===== config.mk =====
export PLATFORM = sky130hd
export DESIGN_NAME = nand_hecc_gen
export DESIGN_NICKNAME = d
export VERILOG_FILES = /design/src/rtl/nhe_pkg.sv /design/src/rtl/nhe_ctrl_fsm.sv /design/src/rtl/nhe_col_parity.sv /design/src/rtl/nhe_row_parity.sv /design/src/rtl/nhe_pack.sv /design/src/rtl/nand_hecc_gen.sv
export SDC_FILE = /design/constraint.sdc
export NUM_CORES = 1
export LEC_CHECK = 0
export BUFFER_PORTS_ARGS = -buffer_cell sky130_fd_sc_hd__buf_2
export CAP_MARGIN = 30
export CORE_AREA = 2 2 91 93
export CTS_BUF_LIST = sky130_fd_sc_hd__clkbuf_4
export CTS_CLUSTER_SIZE = 25
export DETAILED_ROUTE_END_ITERATION = 10
export DIE_AREA = 0 0 93 95
export PLACE_DENSITY = 0.57
export SYNTH_ARGS = -nofsm -noshare
export SYNTH_HDL_FRONTEND = slang
export SYNTH_SLANG_ARGS = --single-unit
export TNS_END_PERCENT = 1

===== constraint.sdc =====
create_clock -name clk -period 1.6 [get_ports clk]
set_input_delay 0.08 -clock clk [delete_from_list [all_inputs] [get_ports clk]]
set_output_delay 0.08 -clock clk [all_outputs]
set_load 0.005 [all_outputs]

===== src/rtl/nhe_pkg.sv =====
`timescale 1ns/1ps
package nhe_pkg;
    typedef enum logic [1:0] {
        ST_IDLE  = 2'd0,
        ST_ACCUM = 2'd1,
        ST_DONE  = 2'd2
    } nhe_state_e;

    localparam int RES_W    = 32;
    localparam int CODE_W   = 24;
    localparam int HI_OFS   = 16;
    localparam int CFG_W    = 8;
    localparam int EN_BIT   = 0;
    localparam int WIDE_BIT = 7;
endpackage


===== src/rtl/nhe_ctrl_fsm.sv =====
`timescale 1ns/1ps
module nhe_ctrl_fsm
    import nhe_pkg::*;
#(
    parameter int CHUNK_BYTES = 512,
    parameter int CS_W        = 3,
    localparam int ROW_BITS   = $clog2(CHUNK_BYTES),
    localparam int CNT_W      = ROW_BITS + 1
) (
    input  logic                clk,
    input  logic                rst_n,
    input  logic                cfg_wr,
    input  logic                cfg_en,
    input  logic [CS_W-1:0]     cfg_cs,
    input  logic                cfg_wide,
    input  logic                clr,
    input  logic                byte_stb,
    output logic                accept,
    output logic                par_clr,
    output logic [ROW_BITS-1:0] byte_idx,
    output logic                done,
    output logic                accum_on,
    output logic [CS_W-1:0]     cs_sel,
    output logic                wide_bus
);
    localparam logic [CNT_W-1:0] LAST_IDX = CNT_W'(CHUNK_BYTES - 1);

    nhe_state_e state_q, state_d;
    logic              en_q, en_d;
    logic [CS_W-1:0]   cs_q;
    logic              wide_q;
    logic [CNT_W-1:0]  cnt_q;

    // Enable value seen after this cycle's configuration write
    assign en_d = cfg_wr ? cfg_en : en_q;

    // Next-state logic
    always_comb begin
        state_d = state_q;
        if (clr) begin
            state_d = en_d ? ST_ACCUM : ST_IDLE;
        end else begin
            unique case (state_q)
                ST_IDLE: begin
                    if (cfg_wr && cfg_en) state_d = ST_ACCUM;
                end
                ST_ACCUM: begin
                    if (byte_stb && (cnt_q == LAST_IDX)) state_d = ST_DONE;
                    else if (cfg_wr && !cfg_en)          state_d = ST_IDLE;
                end
                ST_DONE: begin
                    state_d = ST_DONE;
                end
                default: state_d = ST_IDLE;
            endcase
        end
    end

    // State register
    always_ff @(posedge clk or negedge rst_n) begin
        if (!rst_n) state_q <= ST_IDLE;
        else        state_q <= state_d;
    end

    // Configuration capture
    always_ff @(posedge clk or negedge rst_n) begin
        if (!rst_n) begin
            en_q   <= 1'b0;
            cs_q   <= '0;
            wide_q <= 1'b0;
        end else if (cfg_wr) begin
            en_q   <= cfg_en;
            cs_q   <= cfg_cs;
            wide_q <= cfg_wide;
        end
    end

    // Byte counter
    always_ff @(posedge clk or negedge rst_n) begin
        if (!rst_n)      cnt_q <= '0;
        else if (clr)    cnt_q <= '0;
        else if (accept) cnt_q <= cnt_q + 1'b1;
    end

    // Outputs
    always_comb begin
        accept   = 1'b0;
        done     = 1'b0;
        accum_on = 1'b0;
        unique case (state_q)
            ST_IDLE:  ;
            ST_ACCUM: begin
                accum_on = 1'b1;
                accept   = byte_stb && !clr;
            end
            ST_DONE:  done = 1'b1;
            default:  ;
        endcase
        par_clr  = clr;
        byte_idx = cnt_q[ROW_BITS-1:0];
        cs_sel   = cs_q;
        wide_bus = wide_q;
    end
endmodule


===== src/rtl/nhe_col_parity.sv =====
`timescale 1ns/1ps
module nhe_col_parity #(
    parameter int DATA_W    = 8,
    localparam int COL_BITS = $clog2(DATA_W)
) (
    input  logic                clk,
    input  logic                rst_n,
    input  logic                clr,
    input  logic                accept,
    input  logic [DATA_W-1:0]   data,
    output logic [COL_BITS-1:0] col_hi,
    output logic [COL_BITS-1:0] col_lo
);
    function automatic logic [DATA_W-1:0] pos_mask(input int k);
        logic [DATA_W-1:0] m;
        m = '0;
        for (int i = 0; i < DATA_W; i++) m[i] = ((i >> k) & 1) != 0;
        return m;
    endfunction

    logic [COL_BITS-1:0] hi_fold, lo_fold;

    genvar k;
    generate
        for (k = 0; k < COL_BITS; k++) begin : g_col
            localparam logic [DATA_W-1:0] MASK_HI = pos_mask(k);
            assign hi_fold[k] = ^(data & MASK_HI);
            assign lo_fold[k] = ^(data & ~MASK_HI);
        end
    endgenerate

    always_ff @(posedge clk or negedge rst_n) begin
        if (!rst_n) begin
            col_hi <= '0;
            col_lo <= '0;
        end else if (clr) begin
            col_hi <= '0;
            col_lo <= '0;
        end else if (accept) begin
            col_hi <= col_hi ^ hi_fold;
            col_lo <= col_lo ^ lo_fold;
        end
    end
endmodule


===== src/rtl/nhe_row_parity.sv =====
`timescale 1ns/1ps
module nhe_row_parity #(
    parameter int ROW_BITS = 9
) (
    input  logic                clk,
    input  logic                rst_n,
    input  logic                clr,
    input  logic                accept,
    input  logic                byte_par,
    input  logic [ROW_BITS-1:0] byte_idx,
    output logic [ROW_BITS-1:0] row_hi,
    output logic [ROW_BITS-1:0] row_lo
);
    logic [ROW_BITS-1:0] hi_fold, lo_fold;

    genvar j;
    generate
        for (j = 0; j < ROW_BITS; j++) begin : g_row
            assign hi_fold[j] = byte_par &  byte_idx[j];
            assign lo_fold[j] = byte_par & ~byte_idx[j];
        end
    endgenerate

    always_ff @(posedge clk or negedge rst_n) begin
        if (!rst_n) begin
            row_hi <= '0;
            row_lo <= '0;
        end else if (clr) begin
            row_hi <= '0;
            row_lo <= '0;
        end else if (accept) begin
            row_hi <= row_hi ^ hi_fold;
            row_lo <= row_lo ^ lo_fold;
        end
    end
endmodule


===== src/rtl/nhe_pack.sv =====
`timescale 1ns/1ps
module nhe_pack
    import nhe_pkg::*;
#(
    parameter int COL_BITS = 3,
    parameter int ROW_BITS = 9,
    localparam int HALF    = COL_BITS + ROW_BITS
) (
    input  logic [COL_BITS-1:0] col_hi,
    input  logic [COL_BITS-1:0] col_lo,
    input  logic [ROW_BITS-1:0] row_hi,
    input  logic [ROW_BITS-1:0] row_lo,
    output logic [RES_W-1:0]    result,
    output logic [CODE_W-1:0]   code
);
    // The three-byte code needs 12-bit halves placed 16 bits apart
    always_comb begin
        result                = '0;
        result[HALF-1:0]      = {row_lo, col_lo};
        result[HI_OFS +: HALF] = {row_hi, col_hi};
    end

    assign code = {result[27:24], result[11:8], result[23:16], result[7:0]};
endmodule


===== src/rtl/nand_hecc_gen.sv =====
`timescale 1ns/1ps
module nand_hecc_gen
    import nhe_pkg::*;
#(
    parameter int DATA_W      = 8,
    parameter int CHUNK_BYTES = 512,
    parameter int CS_W        = 3,
    localparam int COL_BITS   = $clog2(DATA_W),
    localparam int ROW_BITS   = $clog2(CHUNK_BYTES)
) (
    input  logic              clk,
    input  logic              rst_n,
    input  logic              cfg_wr,
    input  logic [CFG_W-1:0]  cfg_data,
    input  logic              clr,
    input  logic              byte_stb,
    input  logic [DATA_W-1:0] byte_data,
    output logic [RES_W-1:0]  ecc_result,
    output logic [CODE_W-1:0] ecc_code,
    output logic              done,
    output logic              accum_on,
    output logic [CS_W-1:0]   cs_sel,
    output logic              wide_bus
);
    logic                accept;
    logic                par_clr;
    logic [ROW_BITS-1:0] byte_idx;
    logic [COL_BITS-1:0] col_hi, col_lo;
    logic [ROW_BITS-1:0] row_hi, row_lo;
    logic                unused_cfg_bits;

    assign unused_cfg_bits = ^cfg_data[WIDE_BIT-1:CS_W+1];

    nhe_ctrl_fsm #(
        .CHUNK_BYTES(CHUNK_BYTES),
        .CS_W       (CS_W)
    ) u_fsm (
        .clk      (clk),
        .rst_n    (rst_n),
        .cfg_wr   (cfg_wr),
        .cfg_en   (cfg_data[EN_BIT]),
        .cfg_cs   (cfg_data[CS_W:1]),
        .cfg_wide (cfg_data[WIDE_BIT]),
        .clr      (clr),
        .byte_stb (byte_stb),
        .accept   (accept),
        .par_clr  (par_clr),
        .byte_idx (byte_idx),
        .done     (done),
        .accum_on (accum_on),
        .cs_sel   (cs_sel),
        .wide_bus (wide_bus)
    );

    nhe_col_parity #(.DATA_W(DATA_W)) u_col (
        .clk    (clk),
        .rst_n  (rst_n),
        .clr    (par_clr),
        .accept (accept),
        .data   (byte_data),
        .col_hi (col_hi),
        .col_lo (col_lo)
    );

    nhe_row_parity #(.ROW_BITS(ROW_BITS)) u_row (
        .clk      (clk),
        .rst_n    (rst_n),
        .clr      (par_clr),
        .accept   (accept),
        .byte_par (^byte_data),
        .byte_idx (byte_idx),
        .row_hi   (row_hi),
        .row_lo   (row_lo)
    );

    nhe_pack #(.COL_BITS(COL_BITS), .ROW_BITS(ROW_BITS)) u_pack (
        .col_hi (col_hi),
        .col_lo (col_lo),
        .row_hi (row_hi),
        .row_lo (row_lo),
        .result (ecc_result),
        .code   (ecc_code)
    );
endmodule


==> impl_metrics.py <==
metrics = {
    "sta": {
        "tns_ns": 0,
        "tightest_slew_ns": 0.534,
        "finalHoldViolations": 0,
        "max_slew_margin": 0.644,
        "period_share": 0.956,
        "rsz0062_at_grt": "yes",
        "finalMaxSlewViolations": 0,
        "setup_viol": 0,
        "fin_skew_ns": 0.00968,
        "clock.fmax_mhz": 654,
        "whs_ns": 0.152,
        "period_minus_slack_ns": 1.53,
    },
    "power": {
        "p_per_area_nw_per_um2": 788,
        "p_leak_nw": 1.31,
        "irDropWorstVdd_mv": 0.286,
    },
    "layout": {
        "nets": 319,
        "drive_above_1_share": 0.359,
        "multi_input_area_sq_um": 991,
        "nFillCells": 840,
        "diodes": 0,
        "final-seq-area_sq_um": 1030,
        "area_growth_syn_to_layout_pct": 22.2,
        "fin_cells": 403,
        "stdcell_area_sq_um": 2790,
    },
    "critical_path": {
        "cp_data_required_time_ns": 1.87,
        "path_cells": "nor4bb_4 -> buf_4 -> nand2_1 -> or3_1 -> a21oi_1",
        "path_delay_family": "simple AND/OR/NAND/NOR gates",
        "slowest_delay_ns": 0.44,
        "cp_slowest_cell": "dfrtp_1",
        "path_class": "reg -> reg",
        "startpoint_type": "flip-flop",
        "end_kind": "flip-flop",
        "crit_fanout": 6,
        "crit_buf_inv": 1,
        "ff2ff_path_depth": 5,
        "cp.depth": 5,
        "arrival_ns": 1.80,
        "r2r_setup_slack_ns": 0.07,
    },
    "place": {
        "placedCellCount": 388,
        "hpwl_um": 3730,
        "port_buffers": 71,
        "place_area_sq_um": 2630,
        "place_congestion": 0.769,
    },
    "synth": {
        "yosysWarnings": 0,
        "async_reset_ff_frac": 1.00,
        "ys_top_cells_by_count": "dfrtp_1, buf_4, a21oi_1, nand2_1, o21ai_0",
        "yosysUniqueCellTypes": 31,
        "yosysMostFrequentCell": "dfrtp_1",
        "synthCells": 233,
        "synthFlopType": "dfrtp_1",
        "syn-cell-area_sq_um": 2280,
        "synth_seq_area_share": 0.450,
        "synth_largest_area_cell": "dfrtp_1",
        "syn_avg_cell_area_sq_um": 9.79,
        "ys_ff_latch": 41,
        "synth_top_cell_area_share": 0.450,
        "synth_edf_count": 0,
        "ys_top_cells_by_area": "dfrtp_1, buf_4, xnor2_1, or3_1, a21oi_1",
    },
    "detailed_routing": {
        "routed_wl_um": 5100,
        "drt_iter0_markers": 55,
        "via_count": 1871,
        "drc": 0,
        "drt-pass1-iter-count": 4,
        "drt-vias-per-instance": 4.64,
        "drtAntennaViolNets": 0,
        "wire_per_inst_um": 12.7,
    },
    "clock_tree": {
        "cts.clk_slew.worst_paths_ns": 0.13,
        "cts_tree": "yes",
        "h-tree-depth": 2,
        "cts_num_sinks": 41,
        "cts_root_buf": "clkbuf_4",
        "post-cts-setup-buffers": 0,
        "numCtsBuffers": 5,
        "clock_latency_ns": 0.35,
        "clockBufferDepth": 2,
    },
    "worst_hold_path": {
        "hold_depth": 3,
        "hold_class": "in -> reg",
    },
    "global_routing": {
        "grt_usage": 0.121,
        "antenna_found_initial": 0,
        "grt_max_degree": 36,
        "grt_use_met2": 0.211,
        "grt.met1_usage": 0.152,
        "use_met3": 0.0319,
        "grt_pass1_vias": 1774,
        "grt-busiest-layer": "met2",
        "grt_overflow": 0,
        "grt_pass1_wl_um": 8450,
    },
    "floorplan": {
        "core_area_sq_um": 7930,
        "core.rowCount": 33,
        "initial_core_util": 0.288,
        "die-area_sq_um": 8840,
        "io_pins": 83,
        "fp.dieW_um": 93,
        "fp.dieH_um": 95,
    },
    "flow_run": {
        "drv_cap": 0,
    },
    "outcome": {
        "status": "finished, final reports clean",
    },
}
## power breakdown
part	switching (mW)	internal [mW]	leakage [nW]	total (mW)
sequential	0.0534	1.09	0.555	1.14
clock	0.348	0.166	0.0310	0.514
combinational	0.286	0.253	0.725	0.540
total	0.687	1.51	1.31	2.20
## registers in the layout (all words and copies together) (netlist names)
signal / count
u_row.row_hi: 9
u_row.row_lo: 9
u_fsm.en_q: 1
u_col.col_hi: 3
u_fsm.cnt_q: 10
u_fsm.cs_sel: 3
u_fsm.state_q: 2
u_fsm.wide_bus: 1
u_col.col_lo: 3
## cell families (layout without fill, tap and decap cells)
kind of cell / count (synthesis) / in the layout / share of synthesized area
and+or+nand+nor: 57 / 57 / 0.128
AOI/OAI and AO/OA: 55 / 55 / 0.151
buffers and inverters: 49 / 107 / 0.140
DFF: 41 / 41 / 0.450
xor gates and xnor gates: 23 / 23 / 0.0949
muxes: 6 / 6 / 0.0285
adders and majority gates: 1 / 1 / 0.00548
other: 1 / 8 / 0.00164
## layout make-up
class,instances,share of cell area
clock inverters,3,0.00628
repair buffers,95,0.204
flip-flops and latches,41,0.368
clock buffers,5,0.0135
multi-input cells,150,0.355
well taps,105,0.0471
inverters,4,0.00539
## path summary, 6_finish.rpt
| kind | startpoint | to |
|---|---|---|
| max in group asynchronous | rst_n | u_row.row_hi[6]$_DFFE_PN0P_ |
| worst min register to register | u_fsm.wide_bus$_DFFE_PN0P_ | u_fsm.wide_bus$_DFFE_PN0P_ |
| worst min-delay path | clr | u_col.col_hi[1]$_DFFE_PN0P_ |
| min in group asynchronous | rst_n | u_fsm.cnt_q[9]$_DFFE_PN0P_ |
| worst max register to register | u_fsm.state_q[1]$_DFFE_PN0P_ | u_row.row_hi[8]$_DFFE_PN0P_ |
| worst max-delay path | u_fsm.state_q[1]$_DFFE_PN0P_ | u_row.row_hi[8]$_DFFE_PN0P_ |
## routing by layer
| metal | vias up | wire length, um | part of all wire |
|---|---|---|---|
| met3 | 4 | 283 | 0.055 |
| li1 | 915 | - | - |
| met1 | 899 | 2210 | 0.43 |
| met5 | - | 0 | 0 |
| met2 | 53 | 2570 | 0.50 |
| met4 | 0 | 37 | 0.0073 |
## worst min-delay path: stages
cell	delay, ns
buf_2	0.13
buf_4	0.21
a21oi_1	0.05
## through the flow
step,setup slack (ns),utilization,power (mW)
2_1_floorplan,0.0633,-,1.51
3_3_place_gp,-0.000128,0.332,1.67
3_5_place_dp,-0.0591,0.332,1.68
4_1_cts,0.0226,0.347,2.23
5_1_grt,-0.0580,0.352,2.34
6_report,0.0700,0.352,2.20
## layout by cell type, fill, tap and decap left out, drive strengths merged
master	n
nor3	5
xnor2	16
clkinvlp	1
or3	16
buf	88
nor4bb	1
dfrtp	41
o21a	1
clkbuf	5
nand4bb	1
nand2	17
mux2i	2
dlygate4sd3	7
nor4	1
inv	4
ha	1
o311ai	9
clkinv	2
nand3	2
xor2	7
nor2	10
o21ai	19
conb	8
nor2b	1
a21oi	17
nand4b	1
and2	1
mux2	4
o41ai	9
and3	1
## repair_timing
action                                  4_1_cts  5_1_grt
endpoints found under the hold margin        25        1
endpoints found under the setup margin        1       17
hold buffers                                  6        1
resized for setup                             1        9
Power figures use the tool's default switching activity.
